`config.mk`:
```
export PLATFORM = sky130hd
export DESIGN_NAME = dual_dac_load_if
export DESIGN_NICKNAME = d
export VERILOG_FILES = /design/src/rtl/dual_dac_pkg.sv /design/src/rtl/dac_rst_sync.sv /design/src/rtl/dac_pin_sync.sv /design/src/rtl/dac_frame_shifter.sv /design/src/rtl/dac_chan_regs.sv /design/src/rtl/dual_dac_load_if.sv
export SDC_FILE = /design/constraint.sdc
export NUM_CORES = 1
export LEC_CHECK = 0
export BUFFER_PORTS_ARGS = -buffer_cell sky130_fd_sc_hd__buf_2
export CAP_MARGIN = 20
export CORE_ASPECT_RATIO = 0.7
export CORE_MARGIN = 2
export CORE_UTILIZATION = 50
export DETAILED_ROUTE_END_ITERATION = 16
export PLACE_DENSITY = 0.7
export SYNTH_ARGS = -nofsm -noshare
export SYNTH_HDL_FRONTEND = slang
export SYNTH_SLANG_ARGS = --single-unit
```
`constraint.sdc`:
```
create_clock -name clk -period 2.9 [get_ports clk]
set_input_delay 0 -clock clk [delete_from_list [all_inputs] [get_ports clk]]
set_output_delay 0 -clock clk [all_outputs]
set_load 0.02 [all_outputs]
```
`src/rtl/dual_dac_pkg.sv`:
```
package dual_dac_pkg;
  localparam int unsigned DEF_CH_W    = 12;
  localparam int unsigned DEF_SYNC    = 2;
  localparam int unsigned PIN_COUNT   = 3;

  typedef struct packed {
    logic csld;
    logic sclk;
    logic sdata;
  } serial_pins_t;

  localparam serial_pins_t PINS_IDLE = '{csld: 1'b1, sclk: 1'b0, sdata: 1'b0};
endpackage

```
`src/rtl/dac_rst_sync.sv`:
```
module dac_rst_sync (
  input  logic clk,
  input  logic rst_n,
  output logic rst_int_n
);
  logic [1:0] stg_q;

  always_ff @(posedge clk or negedge rst_n) begin
    if (!rst_n) stg_q <= 2'b00;
    else        stg_q <= {stg_q[0], 1'b1};
  end

  assign rst_int_n = stg_q[1];
endmodule

```
`src/rtl/dac_pin_sync.sv`:
```
module dac_pin_sync #(
  parameter int unsigned    W       = 3,
  parameter int unsigned    STAGES  = 2,
  parameter logic [W-1:0]   RST_VAL = '0
) (
  input  logic         clk,
  input  logic         rst_n_i,
  input  logic [W-1:0] d_i,
  output logic [W-1:0] q_o
);
  logic [W-1:0] stg_q [STAGES];

  for (genvar s = 0; s < STAGES; s++) begin : g_stage
    logic [W-1:0] stg_d;
    if (s == 0) begin : g_first
      assign stg_d = d_i;
    end else begin : g_next
      assign stg_d = stg_q[s-1];
    end
    always_ff @(posedge clk or negedge rst_n_i) begin
      if (!rst_n_i) stg_q[s] <= RST_VAL;
      else          stg_q[s] <= stg_d;
    end
  end

  assign q_o = stg_q[STAGES-1];
endmodule

```
`src/rtl/dac_frame_shifter.sv`:
```
module dac_frame_shifter #(
  parameter int unsigned FRAME_W = 24,
  localparam int unsigned CNT_W  = $clog2(FRAME_W) + 1
) (
  input  logic               clk,
  input  logic               rst_n_i,
  input  logic               sclk_s_i,
  input  logic               sdata_s_i,
  input  logic               csld_s_i,
  output logic [FRAME_W-1:0] frame_o,
  output logic               load_o,
  output logic               frame_ok_o,
  output logic               viol_o
);
  logic               sclk_q, csld_q;
  logic [FRAME_W-1:0] sh_q, sh_d;
  logic [CNT_W-1:0]   cnt_q, cnt_d;
  logic               viol_q, viol_d;
  logic               gate_now, gate_prev, shift_en, cs_fall, cs_rise;

  assign gate_now  = sclk_s_i & ~csld_s_i;
  assign gate_prev = sclk_q & ~csld_q;
  assign shift_en  = gate_now & ~gate_prev;
  assign cs_fall   = csld_q & ~csld_s_i;
  assign cs_rise   = ~csld_q & csld_s_i;

  always_comb begin
    sh_d   = sh_q;
    cnt_d  = cnt_q;
    viol_d = cs_fall & sclk_s_i;
    if (shift_en) begin
      sh_d = {sh_q[FRAME_W-2:0], sdata_s_i};
      if (cnt_q != '1) cnt_d = cnt_q + 1'b1;
    end
    if (cs_rise) cnt_d = '0;
  end

  always_ff @(posedge clk or negedge rst_n_i) begin
    if (!rst_n_i) begin
      sclk_q <= 1'b0;
      csld_q <= 1'b1;
      sh_q   <= '0;
      cnt_q  <= '0;
      viol_q <= 1'b0;
    end else begin
      sclk_q <= sclk_s_i;
      csld_q <= csld_s_i;
      viol_q <= viol_d;
      if (shift_en || cs_rise) cnt_q <= cnt_d;
      if (shift_en)            sh_q  <= sh_d;
    end
  end

  assign frame_o    = sh_q;
  assign load_o     = cs_rise;
  assign frame_ok_o = (cnt_q == CNT_W'(FRAME_W));
  assign viol_o     = viol_q;

  // with select high on both sides of an edge, the frame cannot move
  a_r3_hold_while_deselected: assert property (@(posedge clk) disable iff (!rst_n_i)
    (csld_q && csld_s_i) |=> $stable(sh_q));
  // violation indication lasts one cycle
  a_r6_viol_single: assert property (@(posedge clk) disable iff (!rst_n_i)
    viol_q |=> !viol_q);
endmodule

```
`src/rtl/dac_chan_regs.sv`:
```
module dac_chan_regs #(
  parameter int unsigned CH_W = 12,
  localparam int unsigned FRAME_W = 2 * CH_W
) (
  input  logic               clk,
  input  logic               rst_n_i,
  input  logic               load_i,
  input  logic               frame_ok_i,
  input  logic [FRAME_W-1:0] frame_i,
  output logic [CH_W-1:0]    ch_a_o,
  output logic [CH_W-1:0]    ch_b_o,
  output logic               upd_o,
  output logic               len_err_o
);
  logic [CH_W-1:0] a_q, a_d, b_q, b_d;
  logic            upd_q, err_q, err_d;

  always_comb begin
    a_d   = frame_i[FRAME_W-1:CH_W];
    b_d   = frame_i[CH_W-1:0];
    err_d = ~frame_ok_i;
  end

  always_ff @(posedge clk or negedge rst_n_i) begin
    if (!rst_n_i) begin
      a_q   <= '0;
      b_q   <= '0;
      err_q <= 1'b0;
      upd_q <= 1'b0;
    end else begin
      upd_q <= load_i;
      if (load_i) begin
        a_q   <= a_d;
        b_q   <= b_d;
        err_q <= err_d;
      end
    end
  end

  assign ch_a_o    = a_q;
  assign ch_b_o    = b_q;
  assign upd_o     = upd_q;
  assign len_err_o = err_q;

  // update pulse is never wider than one cycle
  a_r5_upd_single: assert property (@(posedge clk) disable iff (!rst_n_i)
    upd_q |=> !upd_q);
  // the length flag moves only together with a load
  a_r7_err_with_upd: assert property (@(posedge clk) disable iff (!rst_n_i)
    !$stable(err_q) |-> upd_q);
endmodule

```
`src/rtl/dual_dac_load_if.sv`:
```
module dual_dac_load_if
  import dual_dac_pkg::*;
#(
  parameter int unsigned CH_W        = DEF_CH_W,
  parameter int unsigned SYNC_STAGES = DEF_SYNC
) (
  input  logic            clk,
  input  logic            rst_n,
  input  logic            sclk_i,
  input  logic            sdata_i,
  input  logic            csld_i,
  output logic [CH_W-1:0] ch_a_o,
  output logic [CH_W-1:0] ch_b_o,
  output logic            upd_o,
  output logic            len_err_o,
  output logic            edge_viol_o
);
  localparam int unsigned FRAME_W = 2 * CH_W;

  logic               rst_int_n;
  serial_pins_t       pins_raw, pins_syn;
  logic [FRAME_W-1:0] frame;
  logic               load, frame_ok;

  dac_rst_sync u_rst (
    .clk       (clk),
    .rst_n     (rst_n),
    .rst_int_n (rst_int_n)
  );

  assign pins_raw = '{csld: csld_i, sclk: sclk_i, sdata: sdata_i};

  dac_pin_sync #(
    .W       (PIN_COUNT),
    .STAGES  (SYNC_STAGES),
    .RST_VAL (PINS_IDLE)
  ) u_sync (
    .clk     (clk),
    .rst_n_i (rst_int_n),
    .d_i     (pins_raw),
    .q_o     (pins_syn)
  );

  dac_frame_shifter #(.FRAME_W(FRAME_W)) u_shift (
    .clk        (clk),
    .rst_n_i    (rst_int_n),
    .sclk_s_i   (pins_syn.sclk),
    .sdata_s_i  (pins_syn.sdata),
    .csld_s_i   (pins_syn.csld),
    .frame_o    (frame),
    .load_o     (load),
    .frame_ok_o (frame_ok),
    .viol_o     (edge_viol_o)
  );

  dac_chan_regs #(.CH_W(CH_W)) u_regs (
    .clk        (clk),
    .rst_n_i    (rst_int_n),
    .load_i     (load),
    .frame_ok_i (frame_ok),
    .frame_i    (frame),
    .ch_a_o     (ch_a_o),
    .ch_b_o     (ch_b_o),
    .upd_o      (upd_o),
    .len_err_o  (len_err_o)
  );

  // channel codes change only in a cycle flagged by the update pulse
  a_r4_change_only_on_upd: assert property (@(posedge clk) disable iff (!rst_int_n)
    !$stable({ch_a_o, ch_b_o}) |-> upd_o);
endmodule

```
# [Yosys cells after proc, flatten, opt, wreduce, memory -nomap -nowiden]
# Index checks and enable logic that the tools add are counted.
[op_classes] addsub=1 n_eq_ne=2 muxes=3 bitwise_logic=10 n_reduce_logical=4
[ops] cell="6-bit two-way mux" count=3
[ops] cell="6-bit by 1-bit adder with 6-bit output (second input constant)" count=1
[ops] cell="1-bit bitwise AND" count=6
[ops] cell="6-bit by 5-bit == test with 1-bit output (second input constant)" count=1
[ops] cell="6-bit != test (second input constant)" count=1
[ops] cell="1-bit NOT" count=4
[ops] cell="2-bit nonzero test" count=2
[ops] cell="3-bit AND reduction" count=1
[ops] cell="1-bit logical OR" count=1
[totals] ff_bits=67 in_bits=5 output_inout_bits=27 word_cells=32

# [Logic depth before layout (Yosys ltp)]
# Gate-level depths: netlist of the first run.
[logic_depth] depth_word=6 mapped_depth=6 depth_no_buf=4

# [By module]
# From an unflattened synthesis of the first run, not the netlist that was laid out.
[hier_totals] cells_unflattened=159 hier_area_um2=2652.5
[by_module_without_submodules] mod="dac_frame_shifter" instances=1 cells_per_inst=95 area_per_inst_um2=1388.8 seq_area_each_um2=827.0
[by_module_without_submodules] mod="dac_chan_regs" instances=1 cells_per_inst=55 area_per_inst_um2=1057.3 seq_area_each_um2=650.6
[by_module_without_submodules] mod="dac_pin_sync" instances=1 cells_per_inst=6 area_per_inst_um2=152.6 seq_area_each_um2=152.6
[by_module_without_submodules] mod="dac_rst_sync" instances=1 cells_per_inst=3 area_per_inst_um2=53.8 seq_area_each_um2=50.0

# [Worst setup path after synthesis of the first run]
# Ideal clock, no wire load.
[synth_path] path_type="reg2reg" start="register u_shift.cnt_q[0]" end="register u_shift.cnt_q[1]" setup_time_ns=0.125 t_arrival_ns=1.425 t_required_ns=2.775 setup_slack_ns=1.349 stages_incl_launch_ff=5 path_buffers=0 synth_period_minus_slack_ns=1.551 cell_sequence="dfrtp_1 -> ha_1 -> and3_4 -> a211oi_4 -> mux2_4"
[synth_via] elab_chain_cells=4 word_cells_on_any_way=7 cone_classes="add/sub (1); eq/ne (1); mux (3); reduce/logical (2)"
[synth_rtl] item="start: declaration" line="dac_frame_shifter.sv:17" rtl="logic [CNT_W-1:0] cnt_q, cnt_d;"
[synth_rtl] item="start signal: assignment" line="dac_frame_shifter.sv:49" rtl="if (shift_en || cs_rise) cnt_q <= cnt_d;"
[synth_rtl] item="6-bit by 1-bit adder with 6-bit output" line="dac_frame_shifter.sv:33" rtl="if (cnt_q != '1) cnt_d = cnt_q + 1'b1;"
[synth_rtl] item="6-bit two-way mux" line="dac_frame_shifter.sv:33"
[synth_rtl] item="6-bit two-way mux" line="dac_frame_shifter.sv:31" rtl="if (shift_en) begin"
[synth_rtl] item="6-bit two-way mux" line="dac_frame_shifter.sv:35" rtl="if (cs_rise) cnt_d = '0;"
# Several ways; a longest one is shown, not always the timed one. The select of a mux whose other input is x is not followed.
# A chain may end at the register's enable or synchronous reset.

# [Worst setup path after layout of the first run]
# Ends and elaborated chain as after synthesis.

==> results of run 1 <==
## cell usage after synthesis, types with 2 or more instances
| library cell | number | area, um2 |
|---|---|---|
| and3_1 | 2 | 12.5 |
| nand2_1 | 75 | 282 |
| a41oi_1 | 2 | 17.5 |
| mux2_1 | 4 | 45.0 |
| dfstp_2 | 3 | 78.8 |
| inv_1 | 3 | 11.3 |
| ha_1 | 2 | 25.0 |
| a31oi_1 | 2 | 12.5 |
| mux2_4 | 21 | 315 |
| nand2b_1 | 2 | 12.5 |
| a311oi_1 | 2 | 17.5 |
| dfrtp_1 | 64 | 1600 |
| buf_4 | 2 | 15.0 |
| buf_2 | 3 | 15.0 |
| nand3_1 | 2 | 10.0 |
| buf_6 | 2 | 22.5 |
| and2_1 | 2 | 12.5 |
## per-layer routing
| metal | up-vias | share of wire (%) |
|---|---|---|
| met5 | - | 0 |
| met4 | 0 | 1.7 |
| met3 | 8 | 6.5 |
| met2 | 42 | 44 |
| met1 | 766 | 47 |
| li1 | 779 | - |
## power groups by stage
stage	registers (uW)	clock network [uW]	logic, uW
2_1_floorplan	1300	0	233
3_3_place_gp	1230	0	411
3_5_place_dp	1240	0	421
4_1_cts	1230	767	430
5_1_grt	1250	816	466
6_report	1220	743	423
## sequential cells by signal, summed over array words and instances, names as in the netlist
name	cells
u_regs.upd_o	1
u_shift.csld_q	1
u_regs.len_err_o	1
u_shift.viol_o	1
u_shift.cnt_q	6
u_sync.g_stage.stg_d	3
u_sync.q_o	3
u_shift.frame_o	24
u_regs.ch_a_o	12
u_regs.ch_b_o	12
u_rst.stg_q	2
u_shift.sclk_q	1
## what timing repair did
action / CTS / global route
endpoints found under the hold margin: 5 / 0
hold buffers: 5 / 0
gates resized for setup: 0 / 0
## cells by family (layout without fill, tap and decap cells)
family          count (synthesis)  in the layout  share of synthesized area [%]
mux                            26             26                           13.9
fa+ha+maj                       2              2                          0.938
simple gates                   92             92                           15.8
buf+inv                        12             59                           2.67
flops                          67             67                           63.0
other cells                     1              1                          0.141
compound gates                 11             11                           3.52
## layout make-up
cell class	instances	area, um2
Multi-Input combinational cell	132	915
Sequential cell	67	1680
Timing Repair Buffer	39	228
Inverter	4	15.0
Clock buffer	13	149
Clock inverter	3	40.0
Tap cell	72	90.1
Fill cell	454	2080
## cell usage in the layout, fill, tap and decap left out, types with 2 or more instances in the layout
cell and n:
mux2_1 4, a31oi_1 2, and2_1 2, a41oi_1 2, dlygate4sd3_1 5, clkinv_2 2, buf_4 3, nand2b_1 2
clkbuf_1 3, nand3_1 2, clkbuf_8 10, ha_1 2, mux2_4 21, buf_2 31, and3_1 2, inv_1 3
dfrtp_1 63, nand2_1 75, dfstp_2 3, a311oi_1 2
## stage by stage
stage	total power (uW)	std cells	cell area, um2	util, %	hold WS, ns
6_report	2390	330	3120	59.9	0.301
5_1_grt	2530	330	3120	59.9	0.279
4_1_cts	2420	330	3120	59.9	0.277
3_5_place_dp	1660	309	2880	55.3	-0.212
3_3_place_gp	1640	309	2880	55.3	-0.213
2_1_floorplan	1530	211	2670	-	-0.296
## how the worst max path moves through the flow
stage	startpoint	endpoint	slack (ns)	depth (start not counted)
after detailed placement	u_shift.cnt_q[0]$_DFFE_PN0P_	u_shift.cnt_q[1]$_DFFE_PN0P_	1.26	4
after global routing	u_shift.cnt_q[0]$_DFFE_PN0P_	u_shift.cnt_q[1]$_DFFE_PN0P_	1.16	4
final	u_shift.cnt_q[0]$_DFFE_PN0P_	u_shift.cnt_q[1]$_DFFE_PN0P_	1.25	4
after global placement	u_shift.cnt_q[0]$_DFFE_PN0P_	u_shift.cnt_q[1]$_DFFE_PN0P_	1.32	4
after CTS	u_shift.cnt_q[0]$_DFFE_PN0P_	u_shift.cnt_q[1]$_DFFE_PN0P_	1.25	4
after floorplan	u_rst.stg_q[1]$_DFF_PN0_	u_regs.ch_a_o[0]$_DFFE_PN0P_	0.90	0
## worst max-delay path, cell delays in order (launching register included)
cell and delay [ns]:
dfrtp_1 0.42, ha_1 0.30, and3_4 0.21, a211oi_4 0.30
mux2_4 0.32
==> run summary, run 1 <==
M3 GR Usage -> 7.11%
Initial antenna violation count -> 0
Register-to-Register Path Depth -> 4
Overflow after GRT -> 0
Antenna cells -> 0
FFs w/ async S/R, synth -> 100%
CTS root buffer -> clkbuf_8
Die X -> 91.3 um
Initial DRC Count -> 123
Grt met2 use -> 27.0%
Post-Syn Area -> 2670 um2
Final ANT Viol Nets -> 0
Crit Path Category -> reg -> reg
EDFF count, synth -> 0
Clock Skews -> 0.00699 ns
Total nets after synthesis -> 218
Initial DRT Pass Iterations -> 4
Clock share of power -> 31.1%
Post-DP HPWL -> 2.85 mm
Gpl congestion -> 0.806
Mapped Cells -> 211
Seq pwr share -> 51.2%
Comb power frac -> 17.7%
IO Count -> 32
I/O Buffers -> 31
CTS Buf Count -> 9
Share of layout cells above drive strength 1 -> 30.2%
Pin count of the biggest net entering global routing -> 40
Pins Over Slew Limit -> 0
Vias in the first global route -> 1,652
Setup TNS -> 0 ns
Leakage -> 0.00165 uW
Final period util -> 57.0%
Total Routing Usage GR -> 17.7%
First-pass GRT wire length -> 7.90 mm
Sink of the worst hold path -> u_sync.g_stage[1].stg_d[1]$_DFF_PN0_
#FFs+latches synth -> 67
Pre-CTS setup slack -> 1.26 ns
FP Rows -> 22
H-tree Lvls -> 3
R2r startpoint -> u_shift.cnt_q[0]$_DFFE_PN0P_
Final hold vios -> 0
Nets -> 260
Synth cell types -> 35
RSZ-0062 raised after global routing -> false
Hold path depth -> 2
CORE AREA -> 5200 um2
Area delta synth->final -> 16.9%
Status -> completed
Power Density -> 766 nW/um2
Vias per cell -> 4.83
Worst R2R Setup Slack -> 1.25 ns
Crit path time final -> 1.65 ns
Clock Pin Slew Worst Setup and Hold Paths -> 0.07 ns
WL per Instance -> 13.6 um
TritonCTS clock tree -> yes
CP max FO -> 6
Slew HR -> 45.1%
Fmax -> 0.605 GHz
Die ar. -> 5940 um2
Synth warn -> 0
Final Setup Violations -> 0
Die height -> 65.1 um
Setup Buffers After CTS -> 0
Detailed Route WL -> 4.50 mm
Worst setup SP type -> flop
Setup WS post-layout -> 1.25 ns
Pint -> 1730 uW
Switching part of the total -> 27.6%
# DRC -> 0
Via count -> 1,595
Seq/Total Area, Yosys -> 63.0%
Grt peak-use layer -> met2
# clock sinks -> 67
R2R Path End -> u_shift.cnt_q[1]$_DFFE_PN0P_
Crit path capture type -> flop
Pin slew with the least headroom to its limit -> 0.824 ns
Max VDD drop -> 372 uV
Max cap viols -> 0
WP data required -> 3.12 ns
P_sw -> 659 uW
Post-synth top flop -> dfrtp_1
Initial Utilization -> 51.3%
Worst hold start -> sclk_i
Hold WC Path Type -> in -> reg
Critical Path AT -> 1.88 ns
Synth Area per Inst -> 12.6 um2
Clk Latency, worst-skew pair -> 0.34 ns
Met1 usage -> 22.8%
Clock buffer depth -> 2
Power figures use the tool's default switching activity.
==> run 2: changes to the inputs <==
--- a/config.mk
+++ b/config.mk
@@ -5,13 +5,14 @@
 export SDC_FILE = /design/constraint.sdc
 export NUM_CORES = 1
 export LEC_CHECK = 0
+export ABC_AREA = 1
 export BUFFER_PORTS_ARGS = -buffer_cell sky130_fd_sc_hd__buf_2
 export CAP_MARGIN = 20
 export CORE_ASPECT_RATIO = 0.7
 export CORE_MARGIN = 2
 export CORE_UTILIZATION = 50
 export DETAILED_ROUTE_END_ITERATION = 16
-export PLACE_DENSITY = 0.7
+export PLACE_DENSITY = 0.73
 export SYNTH_ARGS = -nofsm -noshare
 export SYNTH_HDL_FRONTEND = slang
 export SYNTH_SLANG_ARGS = --single-unit
==> constraint.sdc (replaced) <==
create_clock -name clk -period 1.33 [get_ports clk]
set_input_delay 0 -clock clk [delete_from_list [all_inputs] [get_ports clk]]
set_output_delay 0 -clock clk [all_outputs]
set_load 0.02 [all_outputs]
==> run 2 against run 1 <==
Net effect: clock-buffer cell count down 1; clock skew rose by 0.0026 ns; setup slack worse by 1.2 ns; first-iteration DRC count fell by 38%; sequential share of layout area is 0.90 points higher; area after synthesis is 5.0% lower; core utilization increased by 3.5 points; non-clock buffer count grew 6; global-route usage grew 1.5 points; critical path type unchanged.
==> run summary, run 2 <==
First-pass GRT wire length -> 8.11 mm (+2.6%)
Fin area -> 3070 um2 (-1.6%)
Post-DP HPWL -> 2.82 mm (-1.3%)
R2R Path End -> u_shift.cnt_q[2]$_DFFE_PN0P_
Final Setup Violations -> 0 (unchanged)
FFs w/ async S/R, synth -> 100% (unchanged)
Register-to-Register Path Depth -> 7 (+3)
H-tree Lvls -> 3 (unchanged)
Top post-synthesis cells by area -> dfrtp_1 (63%), nand2_1 (11%), o21ai_1 (7.7%)
Clock Skews -> 0.00958 ns (+0.00260 ns)
Max VDD drop -> 931 uV (+150%)
CTS Buf Count -> 9 (unchanged)
Vias per cell -> 4.85 (+0.43%)
Switching part of the total -> 28.3% (+0.66 points)
CORE AREA -> 4830 um2 (-7.1%)
TritonCTS clock tree -> yes
CTS root buffer -> clkbuf_8
Top-count cell post-synth -> nand2_1
Synth warn -> 0 (unchanged)
Most common cell after layout, fill and taps aside -> nand2_1
Hold WC Path Type -> reg -> async
IO Count -> 32 (unchanged)
Max reg flops -> 24 (unchanged)
Clk Latency, worst-skew pair -> 0.34 ns (about the same)
Compound-Gate Fraction of Synth Area -> 10.2% (+6.7 points)
Initial antenna violation count -> 0 (unchanged)
Pin count of the biggest net entering global routing -> 66 (+65%)
FP Rows -> 21 (-4.5%)
Crit path capture type -> flop
Synth top cells by count -> nand2_1 (71), dfrtp_1 (64), o21ai_1 (39)
Xor/xnor cell area share of the yosys netlist -> 0% (unchanged)
Die X -> 89.1 um (-2.4%)
Initial Utilization -> 52.4% (+1.2 points)
Leakage -> 0.00149 uW (-9.6%)
Mapped Cells -> 250 (+18%)
Die ar. -> 5660 um2 (-4.7%)
Overflow after GRT -> 0 (unchanged)
Post-DP Area -> 2800 um2 (-2.7%)
P_sw -> 1250 uW (+89%)
Power Density -> 1440 nW/um2 (+88%)
Antenna cells -> 0 (unchanged)
Crit path time final -> 1.27 ns (-0.386 ns)
Critical Path AT -> 1.49 ns (-0.39 ns)
#FFs+latches synth -> 67 (unchanged)
Post-synthesis mux area share -> 0% (-14 points)
EDFF count, synth -> 0 (unchanged)
Seq/Total Area, Yosys -> 66.3% (+3.3 points)
Clock buffer depth -> 2 (unchanged)
Clock Pin Slew Worst Setup and Hold Paths -> 0.07 ns (about the same)
WL per Instance -> 12.3 um (-9.6%)
Share of layout cells above drive strength 1 -> 23.3% (-7.0 points)
Worst R2R Setup Slack -> 0.06 ns (-1.18 ns)
Area leader, netlist -> dfrtp_1
Initial DRC Count -> 76 (-38%)
Total nets after synthesis -> 257 (+18%)
Final hold vios -> 0 (unchanged)
Clock share of power -> 31.8% (+0.7 points)
# clock sinks -> 67 (unchanged)
Pint -> 3160 uW (+83%)
Post-synthesis simple-gate area fraction -> 15.0% (-0.85 points)
# DRC -> 0 (unchanged)
Detailed Route WL -> 4.56 mm (+1.4%)
Final period util -> 95.3% (+38 points)
Most frequent cells in the layout -> nand2_1 (68), dfrtp_1 (63), o21ai_1 (39), buf_2 (31), inv_1 (29)
Hold slack -> 0.270 ns (-0.0313 ns)
WP data required -> 1.55 ns (-1.57 ns)
CP max FO -> 7 (+1)
Final ANT Viol Nets -> 0 (unchanged)
R2r startpoint -> u_shift.csld_q$_DFF_PN1_
Largest family of logic cells by synthesized area -> simple AND/OR/NAND/NOR gates
Synth top area share -> 63.2% (+3.1 points)
Total Routing Usage GR -> 19.1% (+1.5 points)
Max cap viols -> 0 (unchanged)
Seq pwr share -> 53.6% (+2.4 points)
Gpl congestion -> 0.782 (-3.0%)
Comb power frac -> 14.6% (-3.1 points)
Die height -> 63.6 um (-2.4%)
Synth Area per Inst -> 10.1 um2 (-20%)
Post-synth top flop -> dfrtp_1
I/O Buffers -> 31 (unchanged)
Initial DRT Pass Iterations -> 4 (unchanged)
Via count -> 1,796 (+13%)
Synth cell types -> 26 (-26%)
Post-Syn Area -> 2530 um2 (-5.0%)
Synth Area in Adders -> 0.988% (+0.049 points)
Worst setup SP type -> flop
Area delta synth->final -> 21.0%
Fmax -> 0.789 GHz (+30%)
Nets -> 303 (+17%)
Crit Path Category -> reg -> reg
Pins Over Slew Limit -> 0 (unchanged)
Status -> completed
Vias in the first global route -> 1,837 (+11%)
run 2: changes by cell type after synthesis, moves of 4 or more:
cell | before | now
mux2_4 | 21 | 0
inv_1 | 3 | 30
mux2_1 | 4 | 0
o21ai_1 | 1 | 39
o21ai_0 | 0 | 7
nor2_1 | 1 | 5
nand2_1 | 75 | 71
run 2: kinds of logic (layout without fill, tap and decap cells):
| logic type | count (synthesis) | after routing |
|---|---|---|
| and+or+nand+nor | 89 | 89 |
| DFF | 67 | 67 |
| AOI/OAI and AO/OA | 50 | 50 |
| buffers and inverters | 41 | 92 |
| adders and majority gates | 2 | 2 |
| other | 1 | 1 |
run 2: repair_timing:
| action | 4_1_cts | 5_1_grt |
|---|---|---|
| hold buffers | 5 | 0 |
| hold endpoints to repair | 5 | 0 |
| setup endpoints to repair | 0 | 8 |
| gates resized for setup | 0 | 7 |
| buffers inserted | 0 | 1 |
run 2: worst max-delay path, stage by stage (launching register included):
cell and delay, ns:
dfstp_2 0.52, inv_2 0.04, nand2_2 0.08, nand2_4 0.09
nor2_4 0.24, nor2_8 0.06, nand2_1 0.06, nand2_1 0.06
run 2: area by class of cell:
| type | instances | area (um2) |
|---|---|---|
| fill | 424 | 1770 |
| inverter | 31 | 119 |
| multi-input combinational | 142 | 689 |
| sequential | 67 | 1680 |
| clock inverter | 4 | 27.5 |
| timing repair buffer | 45 | 328 |
| clock buffer | 12 | 135 |
| tap | 69 | 86.3 |
run 2: through the flow:
step	setup TNS, ns	worst slack [ns]	util, %	total power, uW	cells
4_1_cts	0	0.0241	62.3	4460	368
3_3_place_gp	0	0.0863	57.9	2990	347
5_1_grt	-0.00237	-0.00237	63.4	4680	370
6_report	0	0.0631	63.4	4410	370
3_5_place_dp	0	0.0369	57.9	3020	347
2_1_floorplan	0	0.115	-	2800	250
run 2: worst max path at each step:
stage	from	endpoint	slack, ns	cells after the start
after detailed placement	u_shift.cnt_q[0]$_DFFE_PN0P_	u_shift.cnt_q[2]$_DFFE_PN0P_	0.04	7
after global routing	u_shift.csld_q$_DFF_PN1_	u_shift.cnt_q[3]$_DFFE_PN0P_	-0.002	6
after global placement	u_shift.csld_q$_DFF_PN1_	u_shift.cnt_q[4]$_DFFE_PN0P_	0.09	7
after floorplan	u_shift.cnt_q[0]$_DFFE_PN0P_	u_shift.cnt_q[4]$_DFFE_PN0P_	0.12	7
after CTS	u_shift.cnt_q[0]$_DFFE_PN0P_	u_shift.cnt_q[2]$_DFFE_PN0P_	0.02	7
final	u_shift.csld_q$_DFF_PN1_	u_shift.cnt_q[2]$_DFFE_PN0P_	0.06	7
run 2: power by group through the flow:
| stage | sequential, uW | combinational (uW) | clock, uW |
|---|---|---|---|
| final | 2360 | 646 | 1400 |
| after global routing | 2390 | 733 | 1560 |
| after CTS | 2360 | 632 | 1460 |
| after detailed placement | 2400 | 620 | 0 |
| after global placement | 2390 | 603 | 0 |
| after floorplan | 2520 | 275 | 0 |
run 2: metal layers:
layer,global-route usage (%),part of all wire [%],vias up
li1,-,-,883
met1,25.8,49,873
met2,28.1,46,36
met3,8.26,4.8,4
met4,5.60,0.83,0
met5,0,0,-
